**config.mk**
```make
export PLATFORM = sky130hd
export DESIGN_NAME = tclk_frame_gen
export DESIGN_NICKNAME = d
export VERILOG_FILES = /design/src/rtl/tclk_pkg.sv /design/src/rtl/tclk_frame_ctr.sv /design/src/rtl/tclk_clk_sel.sv /design/src/rtl/tclk_pulse_win.sv /design/src/rtl/tclk_frame_gen.sv
export SDC_FILE = /design/constraint.sdc
export NUM_CORES = 1
export LEC_CHECK = 0
export BUFFER_PORTS_ARGS = -buffer_cell sky130_fd_sc_hd__buf_2
export CORE_ASPECT_RATIO = 0.5
export CORE_MARGIN = 1
export CORE_UTILIZATION = 47
export DETAILED_ROUTE_END_ITERATION = 8
export PLACE_DENSITY_LB_ADDON = 0.2
export REMOVE_ABC_BUFFERS = 1
export SKIP_CTS_REPAIR_TIMING = 1
export SLEW_MARGIN = 20
export SYNTH_ARGS = -nofsm -noshare
export SYNTH_HDL_FRONTEND = slang
export SYNTH_SLANG_ARGS = --single-unit
export TNS_END_PERCENT = 100
```
**constraint.sdc**
```tcl
create_clock -name clk_i -period 2.93 [get_ports clk_i]
set_input_delay 0.293 -clock clk_i [delete_from_list [all_inputs] [get_ports clk_i]]
set_output_delay 0.293 -clock clk_i [all_outputs]
set_load 0.01 [all_outputs]
```
**src/rtl/tclk_pkg.sv**
```systemverilog
`timescale 1ns/1ps
package tclk_pkg;

    // Number of position bits that the clock outputs are taken from.
    localparam int CLK_BITS = 6;

    // Position bit feeding each clock; bit k gives a period of 2^(k+1) core cycles.
    localparam int BIT_2M     = 5;
    localparam int BIT_16M    = 2;
    localparam int BIT_A_SLOW = 4;
    localparam int BIT_A_FAST = 0;
    localparam int BIT_B_SLOW = 3;
    localparam int BIT_B_FAST = 1;

    // Registered output bundle.
    typedef struct packed {
        logic clk_2m;
        logic clk_16m;
        logic clk_a;
        logic clk_b;
        logic frm_a_n;
        logic frm_b;
        logic frm_16_n;
    } out_t;

    localparam out_t OUT_IDLE = '{
        clk_2m:   1'b0,
        clk_16m:  1'b0,
        clk_a:    1'b0,
        clk_b:    1'b0,
        frm_a_n:  1'b1,
        frm_b:    1'b0,
        frm_16_n: 1'b1
    };

endpackage

```
**src/rtl/tclk_frame_ctr.sv**
```systemverilog
`timescale 1ns/1ps
module tclk_frame_ctr #(
    parameter int CNT_W = 14
) (
    input  logic             clk_i,
    input  logic             rst_i,
    input  logic             sel_i,
    output logic [CNT_W-1:0] pos_d_o,
    output logic             sel_d_o,
    output logic             armed_d_o
);

    // Last position before the frame midpoint; the select and arm flag load here.
    localparam logic [CNT_W-1:0] MID_PREV = CNT_W'((1 << (CNT_W - 1)) - 1);

    typedef struct packed {
        logic [CNT_W-1:0] pos;
        logic             sel;
        logic             armed;
    } ctr_t;

    ctr_t st_d;
    ctr_t st_q;

    always_comb begin
        st_d     = st_q;
        st_d.pos = st_q.pos + 1'b1;
        if (st_q.pos == MID_PREV) begin
            st_d.sel   = sel_i;
            st_d.armed = 1'b1;
        end
        if (rst_i) begin
            st_d.pos   = '0;
            st_d.sel   = sel_i;
            st_d.armed = 1'b0;
        end
    end

    always_ff @(posedge clk_i) begin
        st_q <= st_d;
    end

    // Next-state values; the top registers its outputs from these.
    assign pos_d_o   = st_d.pos;
    assign sel_d_o   = st_d.sel;
    assign armed_d_o = st_d.armed;

endmodule

```
**src/rtl/tclk_clk_sel.sv**
```systemverilog
`timescale 1ns/1ps
module tclk_clk_sel
    import tclk_pkg::*;
(
    input  logic [CLK_BITS-1:0] bits_i,
    input  logic                sel_i,
    output logic                clk_2m_o,
    output logic                clk_16m_o,
    output logic [1:0]          clk_mux_o
);

    // Lane 0 is the 4.096/65.536 output, lane 1 the 8.192/32.768 output.
    localparam int SLOW_BIT [2] = '{BIT_A_SLOW, BIT_B_SLOW};
    localparam int FAST_BIT [2] = '{BIT_A_FAST, BIT_B_FAST};

    assign clk_2m_o  = bits_i[BIT_2M];
    assign clk_16m_o = bits_i[BIT_16M];

    for (genvar g = 0; g < 2; g++) begin : g_lane
        assign clk_mux_o[g] = sel_i ? bits_i[FAST_BIT[g]] : bits_i[SLOW_BIT[g]];
    end

endmodule

```
**src/rtl/tclk_pulse_win.sv**
```systemverilog
`timescale 1ns/1ps
module tclk_pulse_win #(
    parameter int CNT_W   = 14,
    parameter int W0      = 16,
    parameter int W1      = 1,
    parameter bit CENTRED = 1'b1,
    parameter bit ACT_LOW = 1'b1
) (
    input  logic [CNT_W-1:0] pos_i,
    input  logic             sel_i,
    input  logic             armed_i,
    output logic             lvl_o
);

    // Widths are in master periods; one master period is two core cycles.
    localparam logic [CNT_W-1:0] LAST = '1;
    localparam logic [CNT_W-1:0] H0   = CNT_W'(W0);
    localparam logic [CNT_W-1:0] H1   = CNT_W'(W1);

    logic [CNT_W-1:0] half;
    logic             hit;

    always_comb half = sel_i ? H1 : H0;

    if (CENTRED) begin : g_centred
        // Half the width before the wrap and half after it.
        always_comb hit = (pos_i < half) || (pos_i > (LAST - half));
    end else begin : g_leading
        // Full width starting at position 0.
        always_comb hit = (pos_i < {half[CNT_W-2:0], 1'b0});
    end

    always_comb lvl_o = ACT_LOW ? !(armed_i && hit) : (armed_i && hit);

endmodule

```
**src/rtl/tclk_frame_gen.sv**
```systemverilog
`timescale 1ns/1ps
module tclk_frame_gen
    import tclk_pkg::*;
#(
    parameter int CNT_W = 14,
    parameter int FA_W0 = 16,
    parameter int FA_W1 = 1,
    parameter int FB_W0 = 8,
    parameter int FB_W1 = 2,
    parameter int F16_W = 4
) (
    input  logic clk_i,
    input  logic rst_i,
    input  logic sel_i,
    output logic clk_2m_o,
    output logic clk_16m_o,
    output logic clk_mux_a_o,
    output logic clk_mux_b_o,
    output logic frm_a_n_o,
    output logic frm_b_o,
    output logic frm_16_n_o
);

    logic [CNT_W-1:0] pos_nxt;
    logic             sel_nxt;
    logic             armed_nxt;

    tclk_frame_ctr #(.CNT_W(CNT_W)) u_ctr (
        .clk_i     (clk_i),
        .rst_i     (rst_i),
        .sel_i     (sel_i),
        .pos_d_o   (pos_nxt),
        .sel_d_o   (sel_nxt),
        .armed_d_o (armed_nxt)
    );

    logic       clk2_nxt;
    logic       clk16_nxt;
    logic [1:0] mux_nxt;

    tclk_clk_sel u_clk (
        .bits_i    (pos_nxt[CLK_BITS-1:0]),
        .sel_i     (sel_nxt),
        .clk_2m_o  (clk2_nxt),
        .clk_16m_o (clk16_nxt),
        .clk_mux_o (mux_nxt)
    );

    logic fa_nxt;
    logic fb_nxt;
    logic f16_nxt;

    tclk_pulse_win #(
        .CNT_W(CNT_W), .W0(FA_W0), .W1(FA_W1), .CENTRED(1'b1), .ACT_LOW(1'b1)
    ) u_pulse_a (
        .pos_i (pos_nxt), .sel_i (sel_nxt), .armed_i (armed_nxt), .lvl_o (fa_nxt)
    );

    tclk_pulse_win #(
        .CNT_W(CNT_W), .W0(FB_W0), .W1(FB_W1), .CENTRED(1'b0), .ACT_LOW(1'b0)
    ) u_pulse_b (
        .pos_i (pos_nxt), .sel_i (sel_nxt), .armed_i (armed_nxt), .lvl_o (fb_nxt)
    );

    tclk_pulse_win #(
        .CNT_W(CNT_W), .W0(F16_W), .W1(F16_W), .CENTRED(1'b1), .ACT_LOW(1'b1)
    ) u_pulse_16 (
        .pos_i (pos_nxt), .sel_i (sel_nxt), .armed_i (armed_nxt), .lvl_o (f16_nxt)
    );

    out_t out_d;
    out_t out_q;

    always_comb begin
        out_d.clk_2m   = clk2_nxt;
        out_d.clk_16m  = clk16_nxt;
        out_d.clk_a    = mux_nxt[0];
        out_d.clk_b    = mux_nxt[1];
        out_d.frm_a_n  = fa_nxt;
        out_d.frm_b    = fb_nxt;
        out_d.frm_16_n = f16_nxt;
        if (rst_i) begin
            out_d = OUT_IDLE;
        end
    end

    always_ff @(posedge clk_i) begin
        out_q <= out_d;
    end

    assign clk_2m_o    = out_q.clk_2m;
    assign clk_16m_o   = out_q.clk_16m;
    assign clk_mux_a_o = out_q.clk_a;
    assign clk_mux_b_o = out_q.clk_b;
    assign frm_a_n_o   = out_q.frm_a_n;
    assign frm_b_o     = out_q.frm_b;
    assign frm_16_n_o  = out_q.frm_16_n;

endmodule

```
== Word-level counts from Yosys, hierarchy flattened ==
Index checks and enable logic that the tools add are counted.
Word-level totals
  bits in registers: 23
  output and inout port bits: 7
Cells by class
  $add $sub $neg: 2
  $lt $le $gt $ge: 5
  equal/unequal tests: 1
  muxes and demuxes: 6
  reduce and logical (&&, ||, !) cells: 7
Operators by type and width (count)
  $lt A14 B14 Y1: 2
  $mux W16: 1
  $add A14 B1 Y14 const B: 1
  $eq A14 B13 Y1 const B: 1
  $gt A14 B14 Y1: 1
  $gt A14 B14 Y1 const B: 1
  $lt A14 B3 Y1 const B: 1
  $sub A14 B14 Y14 const A: 1
  $mux W5: 1
  $mux W4: 1
  $logic_and A1 B1 Y1: 3
  $logic_not A1 Y1: 2
  $logic_or A1 B1 Y1: 2
  $mux W1: 2
  $mux W2: 1

== Logic depth before layout (Yosys ltp) ==
Gate-level depths: netlist of run 1.
  depth after elaboration: 9
  gate-level depth with buffers: 10
  depth with buffers taken out: 10

== Modules after synthesis ==
From an unflattened synthesis of run 1, not the netlist that was laid out.
Unflattened totals
  cells, all modules: 130
  area total of the unflattened synthesis: 1236.2 µm²
Modules (own cells, without submodules)
  tclk_frame_ctr: times used 1, cells each 76, area each 720.7 µm²
  tclk_frame_gen: times used 1, cells each 14, area each 183.9 µm²
  tclk_pulse_win at u_pulse_a: times used 1, cells each 20, area each 168.9 µm²
  tclk_pulse_win at u_pulse_16: times used 1, cells each 10, area each 65.1 µm²
  tclk_pulse_win at u_pulse_b: times used 1, cells each 6, area each 60.1 µm²
  tclk_clk_sel: times used 1, cells each 4, area each 37.5 µm²

== Least setup slack after synthesis of run 1 ==
Ideal clock, no wire load.
  path kind: register to register
  start point: register u_ctr.st_q[2] in the netlist's numbering
  end point: register out_q, in the netlist frm_a_n_o
  library setup time: 0.122 ns
  arrival: 2.490 ns
  slack: 0.319 ns
  cell stages (with the launch flop): 11
  clock period less this slack: 2.611 ns
  cell sequence: dfxtp_1 ha_1 nand4_1 nor4_4 nor2_1 mux2i_1 inv_1 ha_1 nor4bb_1 o221ai_1 o32a_1
Between the ends
  longest elaborated chain between the ends: 9
  elaborated cells between the ends (all ways): 11
  classes of those cells: add/sub (2); order compare (2); eq/ne (1); mux (3); reduce/logical (3)
RTL lines
  from (decl): line tclk_frame_ctr.sv:23  | ctr_t st_q;
  from (signal assigned): line tclk_frame_ctr.sv:40  | st_q <= st_d;
  $eq A14 B13 Y1 *: line tclk_frame_ctr.sv:28  | if (st_q.pos == MID_PREV) begin
  $mux W2 *: line tclk_frame_ctr.sv:28
  $mux W16 *: line tclk_frame_ctr.sv:32  | if (rst_i) begin
  via sel_nxt: line tclk_frame_gen.sv:25  | logic sel_nxt;
  $mux W5 *: line tclk_pulse_win.sv:23  | always_comb half = sel_i ? H1 : H0;
  $sub A14 B14 Y14: line tclk_pulse_win.sv:27  | always_comb hit = (pos_i < half) || (pos_i > (LAST - half));
  $gt A14 B14 Y1: line tclk_pulse_win.sv:27
  $logic_or A1 B1 Y1 *: line tclk_pulse_win.sv:27
  $logic_and A1 B1 Y1 *: line tclk_pulse_win.sv:33  | always_comb lvl_o = ACT_LOW ? !(armed_i && hit) : (armed_i && hit);
  $logic_not A1 Y1 *: line tclk_pulse_win.sv:33
  to (signal assigned): line tclk_frame_gen.sv:88  | out_q <= out_d;
  to (decl): line tclk_frame_gen.sv:72  | out_t out_q;
The timed path passes the listed nets; every way through them passes the cells marked *.
A chain may end at the register's enable or synchronous reset.

== Final worst setup path of run 1 ==
  start point: register u_ctr.st_q[3] in the netlist's numbering
  end point: register out_q, in the netlist frm_a_n_o
The elaborated chain is that of the path after synthesis.

==> results.sh, run 1 <==
export IMPL_outcome="finished, final reports clean"
export IMPL_worstPathRequired_ns=3.09
export IMPL_r2r_end="frm_a_n_o"
export IMPL_dp_cells=177
export IMPL_grt_usage=0.201
export IMPL_area_delta_synth_final_pct=9.11
export IMPL_arrival_ns=2.88
export IMPL_synth_most_common_cell="dfxtp_1"
export IMPL_synth_flop_cell="dfxtp_1"
export IMPL_post_drt_via_cell_ratio=5.42
export IMPL_hold_start="sel_i"
export IMPL_comb_power_share=0.097
export IMPL_p_seq_frac=0.555
export IMPL_grt_max_degree=27
export IMPL_avgRoutedWirePerCell_um=13.3
export IMPL_clk_path_buf_depth=2
export IMPL_drv_slew=0
export IMPL_cts_max_level=1
export IMPL_fin_crit_ns=2.72
export IMPL_start_util=0.528
export IMPL_synthArstFlopShare=0
export IMPL_yosysSeqAreaShare=0.372
export IMPL_rsz0062_at_grt="no"
export IMPL_die_area_mm2=0.00285
export IMPL_cts_buffers_inserted=3
export IMPL_min_to="u_ctr.st_q[1]"
export IMPL_switching_power_mw=0.149
export IMPL_power_static_leakage_nw=0.542
export IMPL_r2r_setup_slack_ns=0.21
export IMPL_hold_depth=3
export IMPL_crit_path_end_kind="flop"
export IMPL_hold_violations=0
export IMPL_hpwl_um=1770
export IMPL_peakVddDrop_mv=0.208
export IMPL_synthCells=138
export IMPL_synth_area_mm2=0.00124
export IMPL_fin_skew_ns=0.00231
export IMPL_synth_area_top_cells="dfxtp_1 (37%), ha_1 (5.1%), mux2i_1 (4.9%)"
export IMPL_post_route_period_util=0.929
export IMPL_synth_cell_types=46
export IMPL_insertion_delay_ns=0.27
export IMPL_clk_pin_slew_ns=0.09
export IMPL_antenna_found_initial=0
export IMPL_hp_class="in2reg"
export IMPL_core_mm2=0.00234
export IMPL_io_pins=10
export IMPL_nets=155
export IMPL_rows=12
export IMPL_final_setup_viol_count=0
export IMPL_setup_worst_path_start="u_ctr.st_q[3]"
export IMPL_clock_sinks=23
export IMPL_vias=981
export IMPL_clock_fmax_mhz=367
export IMPL_dr_pass1_iters=4
export IMPL_r2r_start="u_ctr.st_q[3]"
export IMPL_worst_path_max_fanout=7
export IMPL_grt_pass1_vias=847
export IMPL_ant_nets=0
export IMPL_drt_total_wl_um=2400
export IMPL_synth_top_cells_by_count="dfxtp_1 (23), nor2_1 (13), inv_1 (7)"
export IMPL_drive_above_1_share=0.158
export IMPL_ff2ff_path_depth=10
export IMPL_grt_pass1_wl_um=4220
export IMPL_avgSynthCellArea_um2=8.96
export IMPL_start_kind="flop"
export IMPL_final_cells=181
export IMPL_p_per_area_mw_per_mm2=437
export IMPL_die_y_um=38.3
export IMPL_synth_yosys_warnings=0
export IMPL_p_int_mw=0.441
export IMPL_clkPwrFrac=0.348
export IMPL_crit_type="reg2reg"
export IMPL_io_buffers=9
export IMPL_drtIter0Drc=73
export IMPL_root_buffer="clkbuf_8"
export IMPL_route_detailed_drc=0
export IMPL_synth_edf_count=0
export IMPL_place_congestion=0.802
export IMPL_synth_top_cell_area_share=0.372
export IMPL_slew_headroom=0.705
export IMPL_overflow=0
export IMPL_cts_tree="yes"
export IMPL_ys_ff_latch=23
export IMPL_maxCapViolations=0
export IMPL_sw_frac_of_total=0.252
export IMPL_tightest_slew_ns=0.443
export IMPL_diodes=0
export IMPL_dieWidth_um=74.5
export IMPL_yosysTopAreaCell="dfxtp_1"
export IMPL_fin_setup_tns_ns=0
sequential cells by signal, summed over array words and instances (netlist names):
name,count
u_ctr.st_q,16
clk_16m_o,1
clk_2m_o,1
clk_mux_a_o,1
clk_mux_b_o,1
frm_16_n_o,1
frm_a_n_o,1
frm_b_o,1
placed cells by master (no fill, tap or decap), drive strengths merged, types with 5 or more instances in the layout:
| master | synthesis | routed |
|---|---|---|
| dfxtp | 23 | 23 |
| nor2 | 13 | 13 |
| buf | 6 | 13 |
| inv | 7 | 7 |
| nand3 | 6 | 6 |
| a21oi | 6 | 6 |
| nor2b | 6 | 6 |
| nor3 | 6 | 6 |
| mux2i | 6 | 6 |
| nand4 | 6 | 6 |
| xor2 | 5 | 5 |
| ha | 5 | 5 |
power by group through the flow:
stage | sequential, mW | clock, mW | combinational, mW
global placement | 0.334 | 0 | 0.0562
CTS | 0.327 | 0.208 | 0.0575
detailed placement | 0.335 | 0 | 0.0568
finish | 0.327 | 0.205 | 0.0572
floorplan | 0.336 | 0 | 0.0327
global route | 0.329 | 0.218 | 0.0649
kinds of logic after synthesis:
logic type | synth area share
fa+ha+maj | 0.0506
buf+inv | 0.0638
xor+xnor | 0.0496
compound gates | 0.125
flops | 0.372
simple gates | 0.291
mux | 0.0486
cell type report:
type / instances / area, um^2
Multi-Input combinational cell: 99 / 697
Fill cell: 216 / 993
Clock inverter: 1 / 5.00
Inverter: 7 / 26.3
Tap cell: 35 / 43.8
Clock buffer: 3 / 41.3
Sequential cell: 23 / 460
Timing Repair Buffer: 13 / 75.1
critical path: stages, from the launching register on:
cell and delay [ns]:
dfxtp_1 0.45, ha_1 0.24, nand4_1 0.19, nor4_4 0.32
nor2_1 0.10, mux2i_1 0.22, inv_1 0.12, ha_1 0.33
nor4bb_1 0.30, o221ai_1 0.16, o32a_1 0.17
layer usage:
metal | part of all wire | track usage
met4 | 0.0033 | 0.0283
met2 | 0.38 | 0.282
met5 | 0 | 0
met3 | 0.038 | 0.0553
met1 | 0.57 | 0.307
worst max path at each step:
stage | to | slack (ns) | cells past startpoint
global route | frm_a_n_o | 0.001 | 10
finish | frm_a_n_o | 0.21 | 10
floorplan | frm_a_n_o | 0.09 | 10
global placement | frm_a_n_o | 0.43 | 10
detailed placement | frm_a_n_o | 0.21 | 10
CTS | frm_a_n_o | 0.21 | 10
per-stage QoR:
stage	power, mW	setup WS, ns	hold WS [ns]	utilization	cell area [um^2]
after detailed placement	0.392	0.209	0.533	0.556	1300
after global routing	0.611	0.00122	0.353	0.576	1350
after floorplan	0.369	0.0891	0.362	-	1180
final	0.589	0.207	0.343	0.576	1350
after CTS	0.593	0.205	0.341	0.576	1350
after global placement	0.390	0.432	0.522	0.556	1300
No activity file was read; power rests on OpenSTA's default activity.
==> run 2, diff against run 1 <==
Settings changed: CAP_MARGIN from default to 20, CORE_ASPECT_RATIO 0.5 to 0.7.
==> results.sh, run 2 (synthesis gave the netlist of run 1 again) <==
export IMPL_worst_path_max_fanout=8
export IMPL_worstPathRequired_ns=3.09
export IMPL_cts_tree="yes"
export IMPL_rows=15
export IMPL_drive_above_1_share=0.152
export IMPL_grt_max_degree=27
export IMPL_clock_fmax_mhz=382
export IMPL_drv_slew=0
export IMPL_cts_buffers_inserted=3
export IMPL_layout_common_cells="dfxtp_1 (22), nor2_1 (13), buf_2 (9), inv_1 (7)"
export IMPL_antenna_found_initial=0
export IMPL_overflow=0
export IMPL_grt_busiest_layer="met1"
export IMPL_clk_pin_slew_ns=0.08
export IMPL_drt_total_wl_um=2560
export IMPL_fin_skew_ns=0.00541
export IMPL_final_cell_area_mm2=0.00134
export IMPL_rsz0062_at_grt="no"
export IMPL_post_route_period_util=0.893
export IMPL_core_mm2=0.00248
export IMPL_critPathMaxStageDelay_ns=0.50
export IMPL_die_y_um=44.9
export IMPL_grt_pass1_wl_um=4140
export IMPL_io_buffers=9
export IMPL_fill_cells=243
export IMPL_die_area_mm2=0.00284
export IMPL_dr_pass1_iters=4
export IMPL_drtIter0Drc=73
export IMPL_crit_path_end_kind="flop"
export IMPL_ant_nets=0
export IMPL_final_setup_viol_count=0
export IMPL_hpwl_um=1840
export IMPL_hp_class="in2reg"
export IMPL_slowest_stage="dfxtp_1"
export IMPL_io_pins=10
export IMPL_grt_pass1_vias=866
export IMPL_avgRoutedWirePerCell_um=14.3
export IMPL_tightest_slew_ns=0.463
export IMPL_hold_worst_slack_ns=0.353
export IMPL_maxCapViolations=0
export IMPL_clock_sinks=23
export IMPL_place_congestion=0.850
export IMPL_layout_commonest_cell="dfxtp_1"
export IMPL_met1_usage=0.285
export IMPL_start_util=0.499
export IMPL_vias=1022
export IMPL_start_kind="flop"
export IMPL_dp_cells=175
export IMPL_arrival_ns=2.78
export IMPL_diodes=0
export IMPL_fin_crit_ns=2.62
export IMPL_power_static_leakage_nw=0.535
export IMPL_post_drt_via_cell_ratio=5.71
export IMPL_grt_usage=0.201
export IMPL_nets=154
export IMPL_insertion_delay_ns=0.27
export IMPL_largest_register="u_ctr.st_q"
export IMPL_crit_type="reg2reg"
export IMPL_place_area_mm2=0.00129
export IMPL_p_per_area_mw_per_mm2=436
export IMPL_clk_path_buf_depth=2
export IMPL_peakVddDrop_mv=0.274
export IMPL_largest_reg_flops=16
export IMPL_cts_max_level=1
export IMPL_dieWidth_um=63.3
export IMPL_route_detailed_drc=0
export IMPL_crit_path_cell_trace="nand4_2 > nor4_4 > nor2_1 > mux2i_1 > inv_1 > ha_1 > nor4bb_1 > o221ai_1 > o32a_1"
export IMPL_root_buffer="clkbuf_8"
export IMPL_final_cells=179
export IMPL_outcome="finished, final reports clean"
export IMPL_globalRouteMet2Util=0.260
export IMPL_hold_violations=0
export IMPL_slew_headroom=0.692
export IMPL_fin_setup_tns_ns=0
export IMPL_area_delta_synth_final_pct=8.40
export IMPL_met3_usage=0.0556
==> run 2: cell types whose count changed in the layout (fill, tap and decap cells not counted), sizes merged <==
| cell | change |
|---|---|
| buf | -1 |
| clkbuf | +1 |
| clkinv | -1 |
==> run 2: metrics by stage <==
| step | setup WS, ns | total power, mW | utilization |
|---|---|---|---|
| global placement | 0.389 | 0.388 | 0.522 |
| finish | 0.314 | 0.584 | 0.541 |
| floorplan | 0.0891 | 0.369 | - |
| CTS | 0.297 | 0.594 | 0.540 |
| global route | 0.0272 | 0.606 | 0.541 |
| detailed placement | 0.323 | 0.390 | 0.522 |
==> run 2: path summary, 6_finish.rpt <==
check | to | slack (ns) | startpoint | cells after the start
worst min-delay path | u_ctr.st_q[1] | 0.35 | sel_i | 3
worst min register to register | u_ctr.st_q[0] | 0.56 | u_ctr.st_q[0] | 1
worst max-delay path | frm_a_n_o | 0.31 | u_ctr.st_q[5] | 9
worst max register to register | frm_a_n_o | 0.31 | u_ctr.st_q[5] | 9
==> run 2: cell type report <==
class | instances | area, um^2 | share of cell area
Timing Repair Buffer | 12 | 67.6 | 0.0504
Sequential cell | 23 | 462 | 0.345
Clock buffer | 4 | 45.0 | 0.0336
Tap cell | 34 | 42.5 | 0.0317
Multi-Input combinational cell | 99 | 697 | 0.520
Inverter | 7 | 26.3 | 0.0196
==> run 2: metal layers <==
layer  vias to the layer above  wire length [um]
met5                         -                 0
met4                         0                62
met3                         8               155
met2                        32               983
met1                       473              1360
li1                        509                 -
==> run 2: power breakdown <==
part	internal (mW)	total (mW)	switching, mW
registers	0.321	0.329	0.00849
clock network	0.0973	0.200	0.103
logic	0.0239	0.0554	0.0315
total	0.442	0.584	0.143
==> run 2: critical path: cells and delay by family (launching register included) <==
| kind | cells | cell delay, ns |
|---|---|---|
| AND/OR/NAND/NOR | 4 | 1.01 |
| buffers and inverters | 1 | 0.11 |
| AO/OA/AOI/OAI | 2 | 0.33 |
| multiplexers | 1 | 0.21 |
| flip-flops | 1 | 0.50 |
| adder cells (fa/ha/maj) | 1 | 0.34 |
